==> config.mk <==
export PLATFORM = sky130hd
export DESIGN_NAME = jtag_regport
export DESIGN_NICKNAME = d
export VERILOG_FILES = /design/src/rtl/jrp_pkg.sv /design/src/rtl/jrp_tap.sv /design/src/rtl/jrp_ir.sv /design/src/rtl/jrp_engine.sv /design/src/rtl/jrp_regfile.sv /design/src/rtl/jtag_regport.sv
export SDC_FILE = /design/constraint.sdc
export NUM_CORES = 1
export LEC_CHECK = 0
export BUFFER_PORTS_ARGS = -buffer_cell sky130_fd_sc_hd__buf_2
export CAP_MARGIN = 20
export CORE_ASPECT_RATIO = 0.6
export CORE_MARGIN = 4
export CORE_UTILIZATION = 45
export CTS_BUF_LIST = sky130_fd_sc_hd__clkbuf_8
export DETAILED_ROUTE_END_ITERATION = 7
export MAX_ROUTING_LAYER = met4
export PLACE_DENSITY = 0.62
export SETUP_SLACK_MARGIN = 0.15
export SYNTH_ARGS = -nofsm -noshare
export SYNTH_HDL_FRONTEND = slang
export SYNTH_SLANG_ARGS = --single-unit
export TNS_END_PERCENT = 30
==> constraint.sdc <==
create_clock -name tck -period 1.9 [get_ports tck]
set_input_delay 0.19 -clock tck [delete_from_list [all_inputs] [get_ports tck]]
set_output_delay 0.19 -clock tck [all_outputs]
set_load 0.03 [all_outputs]
==> src/rtl/jrp_pkg.sv <==
package jrp_pkg;

  localparam int CMD_W = 8;

  typedef enum logic [3:0] {
    TS_RESET, TS_IDLE,
    TS_SEL_DR, TS_CAP_DR, TS_SHIFT_DR, TS_EXIT1_DR, TS_PAUSE_DR, TS_EXIT2_DR, TS_UPD_DR,
    TS_SEL_IR, TS_CAP_IR, TS_SHIFT_IR, TS_EXIT1_IR, TS_PAUSE_IR, TS_EXIT2_IR, TS_UPD_IR
  } tap_state_t;

  typedef enum logic {PH_CMD, PH_DATA} phase_t;

  // Next controller state from the current state and tms.
  function automatic tap_state_t tap_next(input tap_state_t s, input logic m);
    tap_state_t n;
    case (s)
      TS_RESET:    n = m ? TS_RESET    : TS_IDLE;
      TS_IDLE:     n = m ? TS_SEL_DR   : TS_IDLE;
      TS_SEL_DR:   n = m ? TS_SEL_IR   : TS_CAP_DR;
      TS_CAP_DR:   n = m ? TS_EXIT1_DR : TS_SHIFT_DR;
      TS_SHIFT_DR: n = m ? TS_EXIT1_DR : TS_SHIFT_DR;
      TS_EXIT1_DR: n = m ? TS_UPD_DR   : TS_PAUSE_DR;
      TS_PAUSE_DR: n = m ? TS_EXIT2_DR : TS_PAUSE_DR;
      TS_EXIT2_DR: n = m ? TS_UPD_DR   : TS_SHIFT_DR;
      TS_UPD_DR:   n = m ? TS_SEL_DR   : TS_IDLE;
      TS_SEL_IR:   n = m ? TS_RESET    : TS_CAP_IR;
      TS_CAP_IR:   n = m ? TS_EXIT1_IR : TS_SHIFT_IR;
      TS_SHIFT_IR: n = m ? TS_EXIT1_IR : TS_SHIFT_IR;
      TS_EXIT1_IR: n = m ? TS_UPD_IR   : TS_PAUSE_IR;
      TS_PAUSE_IR: n = m ? TS_EXIT2_IR : TS_PAUSE_IR;
      TS_EXIT2_IR: n = m ? TS_UPD_IR   : TS_SHIFT_IR;
      default:     n = m ? TS_SEL_DR   : TS_IDLE;
    endcase
    return n;
  endfunction

  function automatic logic [CMD_W-2:0] cmd_index(input logic [CMD_W-1:0] c);
    return c[CMD_W-1:1];
  endfunction

  function automatic logic cmd_is_write(input logic [CMD_W-1:0] c);
    return c[0];
  endfunction

endpackage

==> src/rtl/jrp_tap.sv <==
module jrp_tap
  import jrp_pkg::*;
(
  input  logic       tck,
  input  logic       rst_n,
  input  logic       tms,
  output tap_state_t state,
  output logic       in_tlr,
  output logic       cap_dr,
  output logic       sh_dr,
  output logic       upd_dr,
  output logic       cap_ir,
  output logic       sh_ir,
  output logic       upd_ir
);

  always_ff @(posedge tck or negedge rst_n) begin
    if (!rst_n) state <= TS_RESET;
    else        state <= tap_next(state, tms);
  end

  assign in_tlr = (state == TS_RESET);
  assign cap_dr = (state == TS_CAP_DR);
  assign sh_dr  = (state == TS_SHIFT_DR);
  assign upd_dr = (state == TS_UPD_DR);
  assign cap_ir = (state == TS_CAP_IR);
  assign sh_ir  = (state == TS_SHIFT_IR);
  assign upd_ir = (state == TS_UPD_IR);

endmodule

==> src/rtl/jrp_ir.sv <==
module jrp_ir #(
  parameter int              IR_W   = 4,
  parameter logic [IR_W-1:0] ACC_OP = 4'b1010
) (
  input  logic tck,
  input  logic rst_n,
  input  logic tdi,
  input  logic in_tlr,
  input  logic cap_ir,
  input  logic sh_ir,
  input  logic upd_ir,
  output logic ir_tdo,
  output logic access_on
);

  localparam logic [IR_W-1:0] CAP_PAT = {{(IR_W-1){1'b0}}, 1'b1};
  localparam logic [IR_W-1:0] BYP_OP  = '1;

  logic [IR_W-1:0] ir_sr;
  logic [IR_W-1:0] ir_q;

  always_ff @(posedge tck or negedge rst_n) begin
    if (!rst_n) begin
      ir_sr <= '0;
      ir_q  <= BYP_OP;
    end else begin
      if (cap_ir)     ir_sr <= CAP_PAT;
      else if (sh_ir) ir_sr <= {tdi, ir_sr[IR_W-1:1]};
      if (in_tlr)      ir_q <= BYP_OP;
      else if (upd_ir) ir_q <= ir_sr;
    end
  end

  assign ir_tdo    = ir_sr[0];
  assign access_on = (ir_q == ACC_OP);

endmodule

==> src/rtl/jrp_engine.sv <==
module jrp_engine
  import jrp_pkg::*;
#(
  parameter int DATA_W = 32,
  localparam int IDX_W = CMD_W - 1
) (
  input  logic              tck,
  input  logic              rst_n,
  input  logic              tdi,
  input  logic              in_tlr,
  input  logic              upd_ir,
  input  logic              cap_dr,
  input  logic              sh_dr,
  input  logic              upd_dr,
  input  logic              access_on,
  input  logic [DATA_W-1:0] reg_rdata,
  output logic              dr_tdo,
  output phase_t            phase,
  output logic [IDX_W-1:0]  reg_idx,
  output logic              reg_we,
  output logic [DATA_W-1:0] reg_wdata
);

  localparam int LEN_W = $clog2(DATA_W + 1);

  logic [DATA_W-1:0] sr;
  logic [DATA_W:0]   sr_ext;
  logic [DATA_W-1:0] sr_nxt;
  logic [LEN_W-1:0]  len;
  logic              cmd_wr;
  logic [IDX_W-1:0]  cmd_idx;

  // Active scan length: bypass bit, command or data word.
  always_comb begin
    if (!access_on)          len = LEN_W'(1);
    else if (phase == PH_CMD) len = LEN_W'(CMD_W);
    else                     len = LEN_W'(DATA_W);
  end

  // tdi enters at the top of the active length, bit 0 leaves first.
  assign sr_ext = {1'b0, sr};
  always_comb begin
    for (int i = 0; i < DATA_W; i++)
      sr_nxt[i] = (i == int'(len) - 1) ? tdi : sr_ext[i+1];
  end

  always_ff @(posedge tck or negedge rst_n) begin
    if (!rst_n) begin
      sr      <= '0;
      phase   <= PH_CMD;
      cmd_idx <= '0;
      cmd_wr  <= 1'b0;
    end else begin
      if (in_tlr || upd_ir) begin
        phase <= PH_CMD;
      end else if (upd_dr && access_on) begin
        if (phase == PH_CMD) begin
          cmd_idx <= cmd_index(sr[CMD_W-1:0]);
          cmd_wr  <= cmd_is_write(sr[CMD_W-1:0]);
          phase   <= PH_DATA;
        end else begin
          phase   <= PH_CMD;
        end
      end
      if (cap_dr)
        sr <= (access_on && phase == PH_DATA && !cmd_wr) ? reg_rdata : '0;
      else if (sh_dr)
        sr <= sr_nxt;
    end
  end

  assign dr_tdo    = sr[0];
  assign reg_idx   = cmd_idx;
  assign reg_wdata = sr;
  assign reg_we    = upd_dr && access_on && (phase == PH_DATA) && cmd_wr;

endmodule

==> src/rtl/jrp_regfile.sv <==
module jrp_regfile #(
  parameter int NREG   = 4,
  parameter int DATA_W = 32,
  parameter int IDX_W  = 7
) (
  input  logic              tck,
  input  logic              por_n,
  input  logic              we,
  input  logic [IDX_W-1:0]  idx,
  input  logic [DATA_W-1:0] wdata,
  output logic [DATA_W-1:0] rdata
);

  logic [DATA_W-1:0] regs [NREG];

  for (genvar g = 0; g < NREG; g++) begin : g_reg
    always_ff @(posedge tck or negedge por_n) begin
      if (!por_n)                          regs[g] <= '0;
      else if (we && (int'(idx) == g))     regs[g] <= wdata;
    end
  end

  // Indices outside the bank fall through to zero.
  always_comb begin
    rdata = '0;
    for (int i = 0; i < NREG; i++)
      if (int'(idx) == i) rdata = regs[i];
  end

endmodule

==> src/rtl/jtag_regport.sv <==
module jtag_regport
  import jrp_pkg::*;
#(
  parameter int              NREG   = 4,
  parameter int              DATA_W = 32,
  parameter int              IR_W   = 4,
  parameter logic [IR_W-1:0] ACC_OP = 4'b1010
) (
  input  logic tck,
  input  logic trst_n,
  input  logic por_n,
  input  logic tms,
  input  logic tdi,
  output logic tdo,
  output logic tdo_en
);

  localparam int IDX_W = CMD_W - 1;

  logic              rst_n;
  tap_state_t        tap_state;
  logic              in_tlr, cap_dr, sh_dr, upd_dr, cap_ir, sh_ir, upd_ir;
  logic              ir_tdo, dr_tdo, access_on;
  phase_t            phase;
  logic [IDX_W-1:0]  reg_idx;
  logic              reg_we;
  logic [DATA_W-1:0] reg_wdata;
  logic [DATA_W-1:0] reg_rdata;
  logic              tdo_q, tdo_en_q;

  assign rst_n = trst_n & por_n;

  jrp_tap u_tap (
    .tck(tck), .rst_n(rst_n), .tms(tms), .state(tap_state),
    .in_tlr(in_tlr), .cap_dr(cap_dr), .sh_dr(sh_dr), .upd_dr(upd_dr),
    .cap_ir(cap_ir), .sh_ir(sh_ir), .upd_ir(upd_ir)
  );

  jrp_ir #(.IR_W(IR_W), .ACC_OP(ACC_OP)) u_ir (
    .tck(tck), .rst_n(rst_n), .tdi(tdi), .in_tlr(in_tlr),
    .cap_ir(cap_ir), .sh_ir(sh_ir), .upd_ir(upd_ir),
    .ir_tdo(ir_tdo), .access_on(access_on)
  );

  jrp_engine #(.DATA_W(DATA_W)) u_eng (
    .tck(tck), .rst_n(rst_n), .tdi(tdi), .in_tlr(in_tlr), .upd_ir(upd_ir),
    .cap_dr(cap_dr), .sh_dr(sh_dr), .upd_dr(upd_dr), .access_on(access_on),
    .reg_rdata(reg_rdata), .dr_tdo(dr_tdo), .phase(phase),
    .reg_idx(reg_idx), .reg_we(reg_we), .reg_wdata(reg_wdata)
  );

  jrp_regfile #(.NREG(NREG), .DATA_W(DATA_W), .IDX_W(IDX_W)) u_bank (
    .tck(tck), .por_n(por_n), .we(reg_we), .idx(reg_idx),
    .wdata(reg_wdata), .rdata(reg_rdata)
  );

  // Output stage moves on the falling edge, half a cycle after the shift.
  always_ff @(negedge tck or negedge rst_n) begin
    if (!rst_n) begin
      tdo_q    <= 1'b0;
      tdo_en_q <= 1'b0;
    end else begin
      tdo_en_q <= sh_ir | sh_dr;
      tdo_q    <= sh_ir ? ir_tdo : (sh_dr ? dr_tdo : 1'b0);
    end
  end

  assign tdo    = tdo_q;
  assign tdo_en = tdo_en_q;

endmodule

==> results.md, run 1 <==
- Status: finished with violations
- Failing checks: setup timing
- Synth area leaders: dfrtp_1, mux2_2, o221ai_1, o21ai_0, a21oi_1
- CP Data Required Time: 2.25 ns
- Initial antenna violation count: 0
- First-pass GRT wire length: 32800 um
- Vias/cell: 5.85
- Die ar.: 0.0211 mm2
- Final hold violation count: 0
- Sequential area share after synthesis: 54.3%
- Max Cap Viol: 0
- Xor-xnor portion of the synthesized cell area: 0.104%
- Reg clk slew, reported paths: 0.09 ns
- Die width: 185 um
- Post-synth top flop: dfrtp_1
- Pwr Total: 10.5 mW
- Unique cell type count in the Yosys netlist: 49
- Total track usage: 20.6%
- Placement Cell Area: 0.00915 mm2
- Worst setup path endpoint: u_bank.regs[118]
- Detailed placement HPWL: 11400 um
- RD Place Congestion: 0.769
- Synth Register Bits: 183
- Final Max Tran Viols: 0
- Fill count: 1479
- Setup WS post-layout: -0.240 ns
- H-tree levels: 4
- Die height: 114 um
- Final Cell Area: 0.0101 mm2
- Post-synth EDFFs: 0
- Total wire length: 20900 um
- Yosys warnings: 0
- GR Layer Usage met2: 29.3%
- Leak: 4.64 nW
- DR pass1 iterations: 5
- Skew final: 0.0564 ns
- # port buffers: 6
- Crit. End Element: register
- Syn Nets: 662
- Worst slew margin: 49.9%
- Worst VDD drop: 0.000729 V
- Total grt overflow: 0
- Iteration-0 DRC Markers: 357
- Post-synth ARST share: 100%
- Layout Utilization: 55.5%
- Vias in the first global route: 5794
- Crit Path Category: reg2reg
- Synth area leader: dfrtp_1
- Area share of the largest cell type after synthesis: 52.4%
- # setup viols final: 136
- FF/Latch Area: 0.00459 mm2
- Post-Syn Instances: 657
- Antenna viol nets, final: 0
- CTS tree: built
- Multi-input gate area: 0.00397 mm2
- Clk sinks: 183
- Remaining DRCs: 0
- Crit start category: register
- I/O pin cnt: 7
- Global routing's busiest layer: met1
- Clock Tree Buf Depth: 2
- Min Tclk post-route: 2.14 ns
- Synth top cells by count: mux2_2, dfrtp_1, o21ai_0
- Start of the worst register-to-register path: u_tap.state[2]
- Critical Path Source: u_tap.state[2]
- GRT met1 Usage: 30.4%
- Routed wire length per instance: 22.0 um
- M3 GR Usage: 4.51%
- Post-synthesis compound-gate area fraction: 9.83%
- Post-Synth Adder-Cell Area: 0%
- Fraction of the mapped netlist area in simple logic gates: 5.84%
- Core box area: 0.0183 mm2
- Final setup TNS: -20.97 ns
- # rows: 38
- Layout cell share with drive strength beyond 1: 45.3%
- Maximum clock rate: 467 MHz
- RSZ-0062 raised after global routing: true
- Reg2Reg Depth: 6
- Worst hold path type: in2async
- Max FO, Critical Path: 7
- Hold WS: 0.0312 ns
- CP Data Arrival Time: 2.49 ns
- PwrDens: 1030 mW/mm2
- Mux cell area share after synthesis: 26.5%
- NumNets Final: 701
- Mapped Area: 0.00845 mm2
- Mean Syn Cell Area: 12.9 um2
- Main combinational cell family by area after synthesis: multiplexers
- Most frequent cell after synthesis: mux2_2
- Part of the cycle the worst path needs: 113%
- R2R Path End: u_bank.regs[118]
- Clock Latency Late Sink: 0.46 ns
- Worst Tran Pin Value: 0.752 ns
- DR vias: 5544
- Layout area overhead: 19.9%
- CTS Buf Count: 17
- Pin count of the biggest net entering global routing: 129
- CTS root buf: clkbuf_8
- Starting Density: 46.3%
- Reg-to-reg slack, setup: -0.24 ns
stage by stage:
stage          std cells  setup WS, ns
5_1_grt              947        -0.335
6_report             948        -0.240
3_5_place_dp         898        -0.223
2_1_floorplan        657        -0.347
3_3_place_gp         898        -0.187
4_1_cts              939        -0.248
state kept, by name (all words and copies together), names as in the netlist:
signal / flops
tdo: 1
u_eng.phase: 1
u_eng.reg_idx: 7
u_ir.ir_q: 4
u_ir.ir_sr: 4
u_eng.reg_wdata: 32
tdo_en: 1
u_eng.cmd_wr: 1
u_bank.regs: 128
u_tap.state: 4
worst max-delay path, cell delays in order (launching register included):
cell       delay [ns]
dfrtp_2          0.45
nor4b_4          0.36
nand4_4          0.19
nor4_4           0.32
buf_6            0.20
clkbuf_16        0.18
mux2_4           0.30
per-layer routing:
layer	up-vias	wire (um)
met1	2923	10400
met3	16	827
met5	-	0
met4	0	181
met2	117	9440
li1	2488	-
placed cells by master, fill, tap and decap left out, types with 2 or more instances in the layout:
cell       netlist  final
buf_2           17      3
dfrtp_1        177    172
dfrtp_2          0      5
nor2_1          39     39
dfstp_2          4      4
nor3_2           0      2
nand3_1          5      4
a211oi_1         4      3
o211ai_1         2      2
mux2i_1          4      4
buf_6            6     12
nor2b_1          2      2
o21ai_1          1      3
o221ai_1        30     30
bufinv_16        0      4
inv_1            4      7
dfrtn_1          2      2
nor4b_2          0      2
a21oi_1         31     31
a22oi_1          4      4
buf_16           0      3
o22ai_1          2      2
buf_12           0     10
buf_4            6     35
nand2_1         17     16
o21ai_0         51     48
mux2_2         190    108
clkbuf_8         0     18
mux2_4           0     86
clkbuf_16        0      3
buf_8            0      4
clkinv_2         0      3
nand2b_1         2      2
and4bb_2         2      2
nor4_4           2      2
repair_timing:
action / CTS / global route
gates resized for setup: 45 / 45
endpoints found under the hold margin: 128 / 0
gates cloned: 3 / 5
hold buffers: 1 / 0
pin swaps: 13 / 13
setup buffers: 7 / 3
endpoints found under the setup margin: 166 / 173
kinds of logic after synthesis:
logic type      after synthesis
compound gates              133
mux                         199
buf+inv                      55
flops                       183
simple gates                 86
xor+xnor                      1
cell type report:
| cell class | instances | share of cell area, % |
|---|---|---|
| clock inverter | 12 | 1.61 |
| timing repair buffer | 71 | 8.30 |
| tap | 240 | 2.96 |
| inverter | 4 | 0.148 |
| sequential | 183 | 45.3 |
| antenna | 1 | 0.0247 |
| clock buffer | 18 | 2.45 |
| multi-input combinational | 419 | 39.2 |
report_power, final:
group          leakage, nW  internal [mW]  switching, mW
sequential            2.48           4.40          0.744
clock                0.218           1.43           1.37
combinational         1.95           1.10           1.41
total                 4.64           6.94           3.53
worst min-delay path by stage:
| stage | startpoint | endpoint | slack [ns] | cells after the start |
|---|---|---|---|---|
| finish | trst_n | u_ir.ir_sr[3] | 0.03 | 3 |
| global route | tdi | u_ir.ir_sr[3] | 0.04 | 3 |
| CTS | tdi | u_ir.ir_sr[3] | 0.01 | 3 |
| detailed placement | por_n | u_bank.regs[64] | 0.39 | 2 |
| global placement | por_n | u_bank.regs[64] | 0.37 | 2 |
| floorplan | por_n | u_bank.regs[0] | -0.11 | 0 |
Note: power is estimated with default switching activity, not from simulation.
==> run 2, diff against run 1 <==
--- a/config.mk
+++ b/config.mk
@@ -9,11 +9,11 @@
 export CAP_MARGIN = 20
 export CORE_ASPECT_RATIO = 0.6
 export CORE_MARGIN = 4
-export CORE_UTILIZATION = 45
+export CORE_UTILIZATION = 25
 export CTS_BUF_LIST = sky130_fd_sc_hd__clkbuf_8
 export DETAILED_ROUTE_END_ITERATION = 7
 export MAX_ROUTING_LAYER = met4
-export PLACE_DENSITY = 0.62
+export PLACE_DENSITY = 0.4
 export SETUP_SLACK_MARGIN = 0.15
 export SYNTH_ARGS = -nofsm -noshare
 export SYNTH_HDL_FRONTEND = slang
==> run 2 against run 1 <==
The run still ends with setup timing left. Register-to-register slack got worse by 0.04 ns. Global-route usage down 6.9 points. Sequential share of layout area fell by 2.2 points. Power grew 3.7%. Cell count grew 23%. Die area increased by 75%. Clock skew up 0.0017 ns. Sequential power is 0.8% higher. Critical path type unchanged. Critical endpoint is now u_bank.regs[122]. Highest routed layer unchanged.
==> results.md, run 2 (synthesized netlist as in run 1, its figures left out) <==
- Status: finished with violations
- Failing checks: setup timing
- Total grt overflow: 0
- Vias/cell: 4.73
- Multi-input gate area: 0.00396 mm2
- Min Tclk post-route: 2.18 ns
- Worst Tran Pin Value: 0.778 ns
- Die height: 150 um
- # port buffers: 6
- Hold WS: 0.0629 ns
- Iteration-0 DRC Markers: 431
- Die ar.: 0.0369 mm2
- Max FO, Critical Path: 5
- First-pass GRT wire length: 36700 um
- Setup WS post-layout: -0.279 ns
- Register name with the most flops: u_bank.regs
- Starting Density: 25.7%
- RSZ-0062 raised after global routing: true
- H-tree levels: 4
- Crit. End Element: register
- Worst VDD drop: 0.000489 V
- FF/Latch Area: 0.00459 mm2
- Cell Int Power: 7.18 mW
- NumNets Final: 712
- Max Cap Viol: 0
- Part of the cycle the worst path needs: 115%
- Skew final: 0.0581 ns
- Final Cell Area: 0.0106 mm2
- Reg clk slew, reported paths: 0.09 ns
- Clock Tree Buf Depth: 2
- Routed wire length per instance: 20.3 um
- Non-Filler Instances: 1168
- Most frequent cells in the layout: dfrtp_1, mux2_2, mux2_4, o21ai_0, nor2_1
- Fill count: 3236
- Detailed placement HPWL: 12900 um
- Net Sw Power: 3.67 mW
- CTS tree: built
- Layout area overhead: 26.0%
- Clock Latency Late Sink: 0.48 ns
- # setup viols final: 132
- Placement Cell Area: 0.00947 mm2
- Worst slew margin: 48.1%
- PwrDens: 1020 mW/mm2
- Total wire length: 23700 um
- CP Data Arrival Time: 2.55 ns
- Vias in the first global route: 5949
- Remaining DRCs: 0
- Maximum clock rate: 459 MHz
- Crit Path Category: reg2reg
- # rows: 51
- Pwr Total: 10.9 mW
- Switching power share of the total: 33.8%
- CP Data Required Time: 2.27 ns
- I/O pin cnt: 7
- Pre-CTS WS: -0.318 ns
- CTS root buf: clkbuf_8
- Crit start category: register
- Antenna diodes: 0
- Layout cell share with drive strength beyond 1: 45.4%
- DP Cell Count: 1113
- Final hold violation count: 0
- Clk sinks: 183
- Total track usage: 13.7%
- Reg-to-reg slack, setup: -0.28 ns
- CTS Buf Count: 17
- DR pass1 iterations: 5
- Leak: 4.76 nW
- Reg power frac: 47.7%
- Die width: 245 um
- DR vias: 5527
- Pin count of the biggest net entering global routing: 129
- Initial antenna violation count: 0
- Antenna viol nets, final: 0
- Final Max Tran Viols: 0
- Commonest non-fill, non-tap cell in the layout: dfrtp_1
- RD Place Congestion: 0.746
- Clock power share: 28.6%
- Max FFs per register: 128
- Core box area: 0.0329 mm2
- Combinational Power Share: 23.7%
- Worst hold path type: in2reg
-- run 2: cell count changes in the layout (fill, tap and decap cells not counted), sizes merged, moves of 2 or more --
cell         change
inv              -2
clkbuf           +3
buf              +9
dlygate4sd3      +2
-- run 2: through the flow --
stage	setup TNS [ns]	util, %
final	-24.05	32.4
after CTS	-25.43	31.9
after global placement	-21.54	28.8
after detailed placement	-27.23	28.8
after floorplan	-8.43	-
after global routing	-36.36	32.4
-- run 2: path summary, 6_finish.rpt --
kind	from	end	cells past startpoint
max in group asynchronous	por_n	tdo_en	3
min in group asynchronous	por_n	u_bank.regs[100]	3
min	tms	u_tap.state[3]	2
min reg2reg	u_bank.regs[24]	u_bank.regs[24]	1
max reg2reg	u_tap.state[2]	u_bank.regs[122]	7
max	u_tap.state[2]	u_bank.regs[122]	7
-- run 2: area by class of cell --
class,count,area share [%]
well taps,450,5.29
clock buffers,21,2.71
flip-flops and latches,183,43.1
clock inverters,9,1.62
inverters,4,0.141
repair buffers,82,9.98
multi-input cells,419,37.1
-- run 2: power groups by stage --
stage / Sequential, mW / Combinational [mW] / Clock [mW]
floorplan: 4.92 / 1.51 / 0
global placement: 5.15 / 2.38 / 0
detailed placement: 5.21 / 2.46 / 0
CTS: 5.16 / 2.54 / 3.22
global route: 5.27 / 2.87 / 3.38
finish: 5.18 / 2.57 / 3.10
-- run 2: per-layer routing --
layer / wire [um] / global-route usage (%) / up-vias
li1: - / - / 2505
met1: 12800 / 20.5 / 2914
met2: 9820 / 18.6 / 94
met3: 821 / 2.99 / 14
met4: 197 / 3.53 / 0
met5: 0 / - / -
-- run 2: what timing repair did --
action                     CTS  global route
buffers inserted             9             2
hold buffers                 3             0
resized for setup           81            15
pin swaps                    4             1
hold endpoints to repair   145             0
setup endpoints to repair  172           175
cloned                       7             4
-- run 2: worst max-delay path: stages, from the launching register on --
cell and delay, ns:
dfrtp_2 0.44, nor4b_4 0.40, nand4_4 0.23, nor4_4 0.24, buf_6 0.22, buf_6 0.13
buf_16 0.12, mux2_4 0.29
